===== src/rtl/range_alloc_pkg.sv =====
package range_alloc_pkg;

  typedef enum logic [1:0] {
    OP_CLEAR = 2'd0,
    OP_ALLOC = 2'd1,
    OP_FREE  = 2'd2,
    OP_RSVD  = 2'd3
  } op_e;

  typedef enum logic [1:0] {
    ST_OK    = 2'd0,
    ST_NOMEM = 2'd1,
    ST_INVAL = 2'd2
  } status_e;

  typedef enum logic [2:0] {
    FS_IDLE   = 3'd0,
    FS_SCAN   = 3'd1,
    FS_GROW   = 3'd2,
    FS_MERGE  = 3'd3,
    FS_SHRINK = 3'd4,
    FS_RESP   = 3'd5
  } fsm_e;

endpackage


===== src/rtl/range_alloc_table.sv =====
module range_alloc_table #(
  parameter int AW    = 16,
  parameter int DEPTH = 8,
  parameter int AREA  = 4096,
  localparam int IW   = (DEPTH > 1) ? $clog2(DEPTH) : 1,
  localparam int CW   = $clog2(DEPTH + 1)
) (
  input  logic          clk,
  input  logic          rst_n,
  input  logic          clear,
  input  logic          quiet,
  input  logic          wa_en,
  input  logic [IW-1:0] wa_idx,
  input  logic [AW-1:0] wa_off,
  input  logic [AW-1:0] wa_size,
  input  logic          wa_used,
  input  logic          wb_en,
  input  logic [IW-1:0] wb_idx,
  input  logic [AW-1:0] wb_off,
  input  logic [AW-1:0] wb_size,
  input  logic          wb_used,
  input  logic          cnt_we,
  input  logic [CW-1:0] cnt_d,
  output logic [AW-1:0] off_q  [DEPTH],
  output logic [AW-1:0] size_q [DEPTH],
  output logic          used_q [DEPTH],
  output logic [CW-1:0] cnt_q
);

  localparam logic [AW-1:0] AREA_V = AW'(AREA);

  always_ff @(posedge clk or negedge rst_n) begin
    if (!rst_n) begin
      for (int i = 0; i < DEPTH; i++) begin
        off_q[i]  <= '0;
        size_q[i] <= (i == 0) ? AREA_V : '0;
        used_q[i] <= 1'b0;
      end
      cnt_q <= CW'(1);
    end else if (clear) begin
      for (int i = 0; i < DEPTH; i++) begin
        off_q[i]  <= '0;
        size_q[i] <= (i == 0) ? AREA_V : '0;
        used_q[i] <= 1'b0;
      end
      cnt_q <= CW'(1);
    end else begin
      if (wa_en) begin
        off_q[wa_idx]  <= wa_off;
        size_q[wa_idx] <= wa_size;
        used_q[wa_idx] <= wa_used;
      end
      if (wb_en) begin
        off_q[wb_idx]  <= wb_off;
        size_q[wb_idx] <= wb_size;
        used_q[wb_idx] <= wb_used;
      end
      if (cnt_we) cnt_q <= cnt_d;
    end
  end

  // Table shape checks, valid whenever no walk is in progress
  p_cnt_bound_r5: assert property (@(posedge clk) disable iff (!rst_n)
    (cnt_q != '0) && (cnt_q <= CW'(DEPTH)))
    else $error("entry count out of range");

  for (genvar i = 0; i < DEPTH; i++) begin : g_shape
    p_nonzero_r10: assert property (@(posedge clk) disable iff (!rst_n)
      (quiet && (CW'(i) < cnt_q)) |-> (size_q[i] != '0))
      else $error("zero-length live range at %0d", i);

    p_cover_r10: assert property (@(posedge clk) disable iff (!rst_n)
      (quiet && (CW'(i + 1) == cnt_q)) |->
      (({1'b0, off_q[i]} + {1'b0, size_q[i]}) == (AW + 1)'(AREA)))
      else $error("last range does not reach area end");

    if (i + 1 < DEPTH) begin : g_pair
      p_contig_r10: assert property (@(posedge clk) disable iff (!rst_n)
        (quiet && (CW'(i + 1) < cnt_q)) |->
        (off_q[i+1] == off_q[i] + size_q[i]))
        else $error("gap or overlap after range %0d", i);
    end
  end

endmodule


===== src/rtl/range_alloc_scan.sv =====
module range_alloc_scan #(
  parameter int AW    = 16,
  parameter int DEPTH = 8,
  localparam int IW   = (DEPTH > 1) ? $clog2(DEPTH) : 1,
  localparam int CW   = $clog2(DEPTH + 1)
) (
  input  logic          clk,
  input  logic          rst_n,
  input  logic          start,
  input  logic          match,
  input  logic [AW-1:0] key,
  input  logic [CW-1:0] cnt,
  input  logic [AW-1:0] cur_off,
  input  logic [AW-1:0] cur_size,
  input  logic          cur_used,
  output logic [IW-1:0] idx,
  output logic          done,
  output logic          found,
  output logic [IW-1:0] hit
);

  logic          run_q;
  logic [IW-1:0] idx_q;
  logic [IW-1:0] hit_q;
  logic [AW-1:0] best_q;
  logic          found_q;
  logic          done_q;
  logic          take;
  logic          last;

  // Exact-offset lookup for Free, strict-smaller best fit for Allocate
  always_comb begin
    if (match) take = (cur_off == key);
    else       take = !cur_used && (cur_size >= key) &&
                      (!found_q || (cur_size < best_q));
  end

  assign last = ((CW'(idx_q) + CW'(1)) >= cnt);

  always_ff @(posedge clk or negedge rst_n) begin
    if (!rst_n) begin
      run_q   <= 1'b0;
      idx_q   <= '0;
      hit_q   <= '0;
      best_q  <= '0;
      found_q <= 1'b0;
      done_q  <= 1'b0;
    end else begin
      done_q <= 1'b0;
      if (start) begin
        run_q   <= 1'b1;
        idx_q   <= '0;
        hit_q   <= '0;
        best_q  <= '0;
        found_q <= 1'b0;
      end else if (run_q) begin
        if (take) begin
          found_q <= 1'b1;
          hit_q   <= idx_q;
          best_q  <= cur_size;
        end
        if (last) begin
          run_q  <= 1'b0;
          done_q <= 1'b1;
        end else begin
          idx_q <= idx_q + IW'(1);
        end
      end
    end
  end

  assign idx   = idx_q;
  assign done  = done_q;
  assign found = found_q;
  assign hit   = hit_q;

  p_hit_live_r2: assert property (@(posedge clk) disable iff (!rst_n)
    (done_q && found_q) |-> (CW'(hit_q) < cnt))
    else $error("scan hit beyond live entries");

  p_done_pulse_r8: assert property (@(posedge clk) disable iff (!rst_n)
    done_q |=> !done_q)
    else $error("scan done held for more than one cycle");

endmodule


===== src/rtl/range_alloc.sv =====
module range_alloc
  import range_alloc_pkg::*;
#(
  parameter int AW    = 16,
  parameter int DEPTH = 8,
  parameter int AREA  = 4096
) (
  input  logic          clk,
  input  logic          rst_n,
  input  logic          req_valid,
  output logic          req_ready,
  input  logic [1:0]    req_op,
  input  logic [AW-1:0] req_arg,
  output logic          rsp_valid,
  input  logic          rsp_ready,
  output logic [AW-1:0] rsp_offset,
  output logic [1:0]    rsp_status,
  output logic          busy
);

  localparam int IW = (DEPTH > 1) ? $clog2(DEPTH) : 1;
  localparam int CW = $clog2(DEPTH + 1);
  localparam logic [AW-1:0] BAD  = '1;
  localparam logic [CW-1:0] FULL = CW'(DEPTH);

  fsm_e          state_q, state_d;
  op_e           op_q, op_d;
  logic [AW-1:0] arg_q, arg_d;
  logic [CW-1:0] ptr_q, ptr_d;
  logic [IW-1:0] tgt_q, tgt_d;
  logic [1:0]    deln_q, deln_d;
  logic [AW-1:0] roff_q, roff_d;
  status_e       rst_q, rst_d;

  logic          clear, quiet;
  logic          wa_en, wa_used, wb_en, wb_used, cnt_we;
  logic [IW-1:0] wa_idx, wb_idx;
  logic [AW-1:0] wa_off, wa_size, wb_off, wb_size;
  logic [CW-1:0] cnt_d;
  logic [AW-1:0] t_off  [DEPTH];
  logic [AW-1:0] t_size [DEPTH];
  logic          t_used [DEPTH];
  logic [CW-1:0] t_cnt;

  logic          sc_start, sc_done, sc_found;
  logic [IW-1:0] sc_idx, sc_hit;

  logic [CW-1:0] tgt_c, src_c;
  logic [IW-1:0] tgt_m1, tgt_p1;
  logic          lo_free, hi_free;
  logic [AW-1:0] lo_len, split_off;

  range_alloc_table #(.AW(AW), .DEPTH(DEPTH), .AREA(AREA)) u_table (
    .clk(clk), .rst_n(rst_n), .clear(clear), .quiet(quiet),
    .wa_en(wa_en), .wa_idx(wa_idx), .wa_off(wa_off), .wa_size(wa_size), .wa_used(wa_used),
    .wb_en(wb_en), .wb_idx(wb_idx), .wb_off(wb_off), .wb_size(wb_size), .wb_used(wb_used),
    .cnt_we(cnt_we), .cnt_d(cnt_d),
    .off_q(t_off), .size_q(t_size), .used_q(t_used), .cnt_q(t_cnt)
  );

  range_alloc_scan #(.AW(AW), .DEPTH(DEPTH)) u_scan (
    .clk(clk), .rst_n(rst_n), .start(sc_start), .match(op_q == OP_FREE),
    .key(arg_q), .cnt(t_cnt),
    .cur_off(t_off[sc_idx]), .cur_size(t_size[sc_idx]), .cur_used(t_used[sc_idx]),
    .idx(sc_idx), .done(sc_done), .found(sc_found), .hit(sc_hit)
  );

  assign tgt_c     = CW'(tgt_q);
  assign tgt_m1    = tgt_q - IW'(1);
  assign tgt_p1    = tgt_q + IW'(1);
  assign src_c     = ptr_q + CW'(deln_q);
  assign lo_free   = (tgt_q != '0) && !t_used[tgt_m1];
  assign hi_free   = ((tgt_c + CW'(1)) < t_cnt) && !t_used[tgt_p1];
  assign lo_len    = t_size[tgt_q] - arg_q;
  assign split_off = t_off[tgt_q] + lo_len;

  always_comb begin
    state_d  = state_q;
    op_d     = op_q;
    arg_d    = arg_q;
    ptr_d    = ptr_q;
    tgt_d    = tgt_q;
    deln_d   = deln_q;
    roff_d   = roff_q;
    rst_d    = rst_q;
    clear    = 1'b0;
    sc_start = 1'b0;
    wa_en    = 1'b0;
    wa_idx   = '0;
    wa_off   = '0;
    wa_size  = '0;
    wa_used  = 1'b0;
    wb_en    = 1'b0;
    wb_idx   = '0;
    wb_off   = '0;
    wb_size  = '0;
    wb_used  = 1'b0;
    cnt_we   = 1'b0;
    cnt_d    = t_cnt;
    unique case (state_q)
      FS_IDLE: begin
        if (req_valid) begin
          op_d  = op_e'(req_op);
          arg_d = req_arg;
          unique case (op_e'(req_op))
            OP_CLEAR: begin
              clear   = 1'b1;
              roff_d  = '0;
              rst_d   = ST_OK;
              state_d = FS_RESP;
            end
            OP_ALLOC: begin
              if (req_arg == '0) begin
                roff_d  = BAD;
                rst_d   = ST_INVAL;
                state_d = FS_RESP;
              end else begin
                sc_start = 1'b1;
                state_d  = FS_SCAN;
              end
            end
            OP_FREE: begin
              sc_start = 1'b1;
              state_d  = FS_SCAN;
            end
            default: begin
              roff_d  = BAD;
              rst_d   = ST_INVAL;
              state_d = FS_RESP;
            end
          endcase
        end
      end
      FS_SCAN: begin
        if (sc_done) begin
          if (op_q == OP_ALLOC) begin
            if (!sc_found) begin
              roff_d  = BAD;
              rst_d   = ST_NOMEM;
              state_d = FS_RESP;
            end else if (t_size[sc_hit] == arg_q) begin
              wa_en   = 1'b1;
              wa_idx  = sc_hit;
              wa_off  = t_off[sc_hit];
              wa_size = arg_q;
              wa_used = 1'b1;
              roff_d  = t_off[sc_hit];
              rst_d   = ST_OK;
              state_d = FS_RESP;
            end else if (t_cnt == FULL) begin
              roff_d  = BAD;
              rst_d   = ST_NOMEM;
              state_d = FS_RESP;
            end else begin
              tgt_d   = sc_hit;
              ptr_d   = t_cnt;
              state_d = FS_GROW;
            end
          end else begin
            roff_d = arg_q;
            if (!sc_found || !t_used[sc_hit]) begin
              rst_d   = ST_INVAL;
              state_d = FS_RESP;
            end else begin
              tgt_d   = sc_hit;
              state_d = FS_MERGE;
            end
          end
        end
      end
      FS_GROW: begin
        if (ptr_q > tgt_c + CW'(1)) begin
          // open a slot: move entry ptr-1 up to ptr
          wa_en   = 1'b1;
          wa_idx  = ptr_q[IW-1:0];
          wa_off  = t_off[IW'(ptr_q - CW'(1))];
          wa_size = t_size[IW'(ptr_q - CW'(1))];
          wa_used = t_used[IW'(ptr_q - CW'(1))];
          ptr_d   = ptr_q - CW'(1);
        end else begin
          wa_en   = 1'b1;
          wa_idx  = tgt_q;
          wa_off  = t_off[tgt_q];
          wa_size = lo_len;
          wa_used = 1'b0;
          wb_en   = 1'b1;
          wb_idx  = tgt_p1;
          wb_off  = split_off;
          wb_size = arg_q;
          wb_used = 1'b1;
          cnt_we  = 1'b1;
          cnt_d   = t_cnt + CW'(1);
          roff_d  = split_off;
          rst_d   = ST_OK;
          state_d = FS_RESP;
        end
      end
      FS_MERGE: begin
        rst_d = ST_OK;
        if (lo_free) begin
          wa_en   = 1'b1;
          wa_idx  = tgt_m1;
          wa_off  = t_off[tgt_m1];
          wa_size = t_size[tgt_m1] + t_size[tgt_q] + (hi_free ? t_size[tgt_p1] : '0);
          wa_used = 1'b0;
          ptr_d   = tgt_c;
          deln_d  = hi_free ? 2'd2 : 2'd1;
          state_d = FS_SHRINK;
        end else if (hi_free) begin
          wa_en   = 1'b1;
          wa_idx  = tgt_q;
          wa_off  = t_off[tgt_q];
          wa_size = t_size[tgt_q] + t_size[tgt_p1];
          wa_used = 1'b0;
          ptr_d   = tgt_c + CW'(1);
          deln_d  = 2'd1;
          state_d = FS_SHRINK;
        end else begin
          wa_en   = 1'b1;
          wa_idx  = tgt_q;
          wa_off  = t_off[tgt_q];
          wa_size = t_size[tgt_q];
          wa_used = 1'b0;
          state_d = FS_RESP;
        end
      end
      FS_SHRINK: begin
        if (src_c < t_cnt) begin
          wa_en   = 1'b1;
          wa_idx  = ptr_q[IW-1:0];
          wa_off  = t_off[src_c[IW-1:0]];
          wa_size = t_size[src_c[IW-1:0]];
          wa_used = t_used[src_c[IW-1:0]];
          ptr_d   = ptr_q + CW'(1);
        end else begin
          cnt_we  = 1'b1;
          cnt_d   = t_cnt - CW'(deln_q);
          state_d = FS_RESP;
        end
      end
      FS_RESP: begin
        if (rsp_ready) state_d = FS_IDLE;
      end
      default: state_d = FS_IDLE;
    endcase
  end

  always_ff @(posedge clk or negedge rst_n) begin
    if (!rst_n) begin
      state_q <= FS_IDLE;
      op_q    <= OP_CLEAR;
      arg_q   <= '0;
      ptr_q   <= '0;
      tgt_q   <= '0;
      deln_q  <= '0;
      roff_q  <= '0;
      rst_q   <= ST_OK;
    end else begin
      state_q <= state_d;
      op_q    <= op_d;
      arg_q   <= arg_d;
      ptr_q   <= ptr_d;
      tgt_q   <= tgt_d;
      deln_q  <= deln_d;
      roff_q  <= roff_d;
      rst_q   <= rst_d;
    end
  end

  assign quiet      = (state_q == FS_IDLE) || (state_q == FS_RESP);
  assign req_ready  = (state_q == FS_IDLE);
  assign busy       = (state_q != FS_IDLE);
  assign rsp_valid  = (state_q == FS_RESP);
  assign rsp_offset = roff_q;
  assign rsp_status = rst_q;

  p_busy_after_accept_r8: assert property (@(posedge clk) disable iff (!rst_n)
    (req_valid && req_ready) |=> busy)
    else $error("accepted request did not raise busy");

  p_rsp_hold_r8: assert property (@(posedge clk) disable iff (!rst_n)
    (rsp_valid && !rsp_ready) |=> (rsp_valid && $stable(rsp_offset) && $stable(rsp_status)))
    else $error("response changed under back-pressure");

  p_fail_ones_r4: assert property (@(posedge clk) disable iff (!rst_n)
    (rsp_valid && (rsp_status == ST_NOMEM)) |-> (rsp_offset == BAD))
    else $error("NOMEM response without all-ones offset");

  p_grow_room_r5: assert property (@(posedge clk) disable iff (!rst_n)
    (state_q == FS_GROW) |-> (t_cnt < FULL))
    else $error("split started on a full table");

  p_alloc_inside_r3: assert property (@(posedge clk) disable iff (!rst_n)
    (rsp_valid && (op_q == OP_ALLOC) && (rsp_status == ST_OK)) |->
    ({1'b0, rsp_offset} + {1'b0, arg_q} <= (AW + 1)'(AREA)))
    else $error("allocated span leaves the area");

endmodule


===== config.mk =====
export PLATFORM = sky130hd
export DESIGN_NAME = range_alloc
export DESIGN_NICKNAME = d
export VERILOG_FILES = /design/src/rtl/range_alloc_pkg.sv /design/src/rtl/range_alloc_table.sv /design/src/rtl/range_alloc_scan.sv /design/src/rtl/range_alloc.sv
export SDC_FILE = /design/constraint.sdc
export NUM_CORES = 2
export LEC_CHECK = 0
export BUFFER_PORTS_ARGS = -buffer_cell sky130_fd_sc_hd__buf_2
export CAP_MARGIN = 20
export CORE_UTILIZATION = 35
export CTS_CLUSTER_SIZE = 10
export DETAILED_ROUTE_END_ITERATION = 8
export REMOVE_ABC_BUFFERS = 1
export SYNTH_ARGS = -nofsm -noshare
export SYNTH_HDL_FRONTEND = slang
export SYNTH_SLANG_ARGS = --single-unit

===== constraint.sdc =====
create_clock -name clk -period 12.14 [get_ports clk]
set_clock_uncertainty 0.2 [all_clocks]
set_input_delay 0.607 -clock clk [delete_from_list [all_inputs] [get_ports clk]]
set_output_delay 0.607 -clock clk [all_outputs]
set_load 0.01 [all_outputs]

# Word level (Yosys, flattened, before mapping)
# Cells that the tools add are included.
# totals
ff_bits,341
in_bits,22
out_inout_bits,21
elab_cells,365
# op_classes
addsub,15
n_lt_le_gt_ge,17
n_eq_ne,35
n_mux,213
bitwise,9
n_reduce_logical,37
# op_table
cell,count
$mux 128,8
$mux 16,59
$bmux 16 s3,13
$bwmux 128,4
$pmux 16 s4,2
$demux 16 s3,2
$pmux 16 s3,2
$mux 3,31
$add 16x16->16,4
$mux 4,13
$mux 1,42
$ge 4x4->1 const B,9
$not 3->4,9
$eq 16x16->1,2
$mux 8,4
$ne 2x2->1 const B,13
$mux 2,12
$bmux 1 s3,6
$pmux 3 s6,1
$bwmux 8,2
$ge 16x16->1,1
$logic_not 16->1,1
$lt 16x16->1,1
$pmux 4 s4,1
45 further kinds,84

# Depth between registers and ports, before layout
# depth
ltp_word,21
mapped_depth,27
depth_no_buf,23

# Hierarchy
# From an unflattened synthesis, not the netlist that was laid out.
# hier_totals
hier_cells,3479
hier_area_um2,35238.8
# by_module_without_submodules
mod,instances,cells_each,area_per_inst_um2,seq_area_each_um2
range_alloc,1,2015,20069.2,1201.2
range_alloc_table,1,1235,12985.0,6708.9
range_alloc_scan,1,229,2184.6,625.6

# Least setup slack after synthesis
# No wires, ideal clock.
# synth_timing
path_kind,flip-flop to flip-flop
start,reg tgt_q[1]
end,reg u_table.size_q[31] (netlist name)
setup_ns,0.132
t_arrival_ns,7.290
required_time_ns,11.808
slack_ns,4.518
path_stages_with_launch,26
path_buffers,7
period_less_slack_ns,7.622
path_cell_list,dfrtp_1 > clkbuf_1 > clkbuf_1 > buf_1 > buf_1 > inv_1 > ha_1 > xor2_1 > clkbuf_1 > clkbuf_1 > buf_1 > mux4_2 > fa_1 > ha_1 > fa_1 > a211oi_1 > o21ai_0 > a2111oi_0 > o31ai_1 > a31oi_1 > xnor3_1 > nor2_1 > a211oi_1 > nor2_1 > a21oi_1 > o22ai_1
# synth_between
elab_chain_len,20
elab_cells_between_ends,64
# synth_rtl
element,line_no,source
"start, declared",range_alloc.sv:30,"logic [IW-1:0] tgt_q, tgt_d;"
"start signal, assigned",range_alloc.sv:263,tgt_q <= tgt_d;
branches (longest 18 deep; another with $add 16x16->16),-,
$mux 128 (*),range_alloc_table.sv:53,if (wb_en) begin
$mux 128 (*),range_alloc_table.sv:40,end else if (clear) begin
"end signal, assigned by index",range_alloc_table.sv:43,size_q[i] <= (i == 0) ? AREA_V : '0;
"end signal, assigned by index",range_alloc_table.sv:50,size_q[wa_idx] <= wa_size;
"end signal, assigned by index",range_alloc_table.sv:55,size_q[wb_idx] <= wb_size;
"end, declared",range_alloc_table.sv:25,"output logic [AW-1:0] size_q [DEPTH],"
# Mark *: on every way between the ends. The select of a mux whose other input is x is not followed.
# A chain may end at the register's enable or synchronous reset.

# Final worst setup path
# layout_timing
start,reg tgt_q[0]
end,reg u_table.off_q[14] (netlist name)
# layout_between
elab_chain_len,20
elab_cells_between_ends,53
# layout_rtl
element,line_no,source
$sub 3x1->3,range_alloc.sv:69,assign tgt_m1 = tgt_q - IW'(1);
$not 3->4 (not written as such),"range_alloc.sv:72, range_alloc.sv:203",
$bmux 1 s3,range_alloc.sv:72,assign lo_free = (tgt_q != '0) && !t_used[tgt_m1];
$mux 1 (not written as such) (2 in series),range_alloc.sv:72,
$logic_not 1->1,range_alloc.sv:72,
$logic_and 1x1->1,range_alloc.sv:72,
$mux 3,range_alloc.sv:200,if (lo_free) begin
$pmux 3 s4,range_alloc.sv:100,unique case (state_q)
[3 not listed],-,
$mux 16 (not written as such),range_alloc_table.sv:49,off_q[wa_idx] <= wa_off;
$demux 16 s3,range_alloc_table.sv:49,
$bwmux 128,range_alloc_table.sv:49,
$mux 128,range_alloc_table.sv:48,if (wa_en) begin
$mux 128,range_alloc_table.sv:40,
$bwmux 128,range_alloc_table.sv:54,off_q[wb_idx] <= wb_off;
$mux 128 (*),range_alloc_table.sv:53,
$mux 128 (*),range_alloc_table.sv:40,
"end signal, assigned by index",range_alloc_table.sv:49,
"end signal, assigned by index",range_alloc_table.sv:54,
"end, declared",range_alloc_table.sv:24,"output logic [AW-1:0] off_q [DEPTH],"
# Every way passes the cells marked *; elsewhere a longest branch is shown, timed or not. The select of a mux whose other input is x is not followed.

==> metrics.txt <==
Crit Path Max Fanout 50; Setup-failing EPs final 0; dpl cell area 35700 µm²; CP endpoint kind register; CP required 12400 ps; Total Power 13100 µW; hold crit path type in -> reg; PwrDens 351 nW/µm²; die height 314 µm; worst setup path class reg -> reg; final setup TNS 0 ps; max-cap check violation count 0; Top Usage Layer GRT met2; root buf cell clkbuf_16; cell with the most instances after synthesis nand2_1; most used flip-flop cell after synthesis dfrtp_1; largest net degree at the start of global routing 162; gp weighted congestion 1.01; Mapped Avg Cell Area 9.92 µm²; grt met3 use 11.0%; Post-synth ARST share 100%; Row Count 114; Hold Buf Count CTS 1; vias in the first global route 31137; final cycle utilization of the critical path 67.0%; Layout area overhead 9.41%; Layout Nets 3486; max-slew violations 0; Clock Path Buffers 3; GRT Total Usage 30.2%; Routed Antenna Nets 0; htree depth 2; I/O pins 43; static leakage 0.0141 µW; Tmin final 8130 ps; relative max-transition margin 15.5%; CTS tree done; met1 usage 39.1%; total gr overflow 0; CTS Buf Count 46; vias per cell 7.10; clk_lat worst skew 630 ps; Place WS 3860 ps; 1st-pass router iterations 6; Clock Pin Slew Worst Setup and Hold Paths 60 ps; initial antenna violation count 5; Die ar. 98700 µm²; Synth Warn # 0; drt drc 0; fillers 9385; Yosys reg bits 341; worst slew pin tran 1260 ps; setup ws final 4010 ps; Mapped Area 34100 µm²; number of DRC violations after detailed-routing iteration 0 5196; FMAX 123 MHz; share of the synthesized area in the top cell type 25.0%; post-synth top area cell mux4_2; Final Instance Area 37300 µm²; Routed WL per cell 32.7 µm; DP HPWL 96400 µm; number of synthesized flops with an enable pin 0; Sink Count 341; RSZ-0062 raised after global routing no; detailed-route via count 32898; register area share after synthesis 25.0%; Total Wirelength 152000 µm; maximum VDD drop 211 µV; Post-CTS Setup Inserts 0; core area 96600 µm²; GR Util met2 43.3%; synth cell count leaders 456 x nand2_1, 379 x mux4_2, 339 x dfrtp_1; Synth Instances 3440; status completed; PortBufs 42; distinct cell type count after synthesis 88; share of cells above drive strength 1 22.3%; # resized after CTS 0; Die W 314 µm; CP Data Arrival Time 8390 ps; first-pass GRT wire length 220000 µm; Startpoint Class register; largest cells by area after synthesis mux4_2 25%, dfrtp_1 25%, mux2i_1 5.2%, nand2_1 5.0%, ha_1 4.3%; Hold Vio Cnt, Final 0; initial core utilization 35.3%; Final Util 38.7%
-- layout make-up --
cell class	instances	area (µm²)	area share (%)
clock inverters	11	140	0.375
multi-input cells	2718	24300	65.1
clock buffers	66	1360	3.63
inverters	71	267	0.714
repair buffers	148	1090	2.91
well taps	1276	1600	4.28
diodes	2	5.00	0.0134
flip-flops and latches	341	8570	22.9
-- cells by family (layout without fill, tap and decap cells) --
family | count (synthesis) | after routing | synth area share (%)
and+or+nand+nor | 968 | 968 | 12.9
AOI/OAI and AO/OA | 893 | 893 | 16.9
muxes | 633 | 633 | 32.9
buffers and inverters | 381 | 296 | 4.50
DFF | 341 | 341 | 25.0
adders and majority gates | 138 | 138 | 5.52
xor gates and xnor gates | 86 | 86 | 2.25
other | 0 | 2 | 0
-- per-layer routing --
layer  up-vias  routed length (µm)
met4         6               10300
met3       629               23000
li1      13171                   -
met1     16259               55000
met2      2833               63300
met5         -                 130
-- cell usage in the layout, fill, tap and decap left out, drive strengths merged, types with 36 or more instances in the layout --
| cell type | netlist | final |
|---|---|---|
| a21oi | 215 | 215 |
| mux2i | 178 | 178 |
| clkbuf | 208 | 68 |
| nand4 | 53 | 53 |
| nor2 | 185 | 185 |
| o22ai | 116 | 116 |
| xnor2 | 57 | 57 |
| nand2 | 457 | 457 |
| inv | 68 | 70 |
| buf | 102 | 145 |
| o211ai | 46 | 46 |
| o21ai | 204 | 204 |
| mux2 | 73 | 73 |
| dfrtp | 339 | 339 |
| mux4 | 382 | 382 |
| ha | 117 | 117 |
| a211oi | 36 | 36 |
| nand3 | 116 | 116 |
-- report_power, final --
group          switching [µW]  internal [µW]
logic                    5140           3800
registers                1130           1630
clock network             601            815
-- metrics by stage --
stage | hold slack (ps) | instances
global route | 62.6 | 4631
floorplan | 111 | 3130
global placement | 280 | 4542
detailed placement | 287 | 4546
CTS | 15.3 | 4624
finish | 25.1 | 4633
-- final timing paths --
kind / slack, ps / endpoint / cells past startpoint / from
min in group asynchronous: 430 / u_scan.best_q[1]$_DFFE_PN0P_ / 2 / rst_n
max in group asynchronous: 9830 / u_table.off_q[106]$_DFF_PN0_ / 3 / rst_n
setup / recovery: 4010 / u_table.off_q[14]$_DFF_PN0_ / 18 / tgt_q[0]$_DFFE_PN0P_
hold / removal: 30 / arg_q[2]$_DFFE_PN0P_ / 3 / req_arg[2]
setup reg to reg: 4010 / u_table.off_q[14]$_DFF_PN0_ / 18 / tgt_q[0]$_DFFE_PN0P_
hold reg to reg: 300 / rsp_offset[2]$_DFFE_PN0P_ / 1 / rsp_offset[2]$_DFFE_PN0P_
-- worst max-delay path, cell delays in order, from the launching register on --
cell       delay (ps)
dfrtp_4           790
buf_4             850
buf_4             810
buf_4             590
mux4_2            560
nand2_1            80
nand2_1           220
ha_1              450
nand2_1            90
o31ai_1           480
xor2_1            350
ha_1              330
a2111oi_0         670
o31ai_1           180
a21oi_1           220
xor2_1            630
nor2_1            130
a22oi_1           190
a21oi_1            90
-- flip-flops by register name (all words and copies together), names as in the netlist --
register	flops
u_scan.idx	3
deln_q	2
u_scan.best_q	16
ptr_q	4
u_scan.run_q	1
u_table.size_q	128
u_scan.done	1
u_table.cnt_q	4
u_table.used_q	8
arg_q	16
state_q	3
tgt_q	3
rsp_offset	16
u_scan.found	1
u_scan.hit	3
u_table.off_q	128
op_q	2
rsp_status	2
No activity file was read; power rests on OpenSTA's default activity.
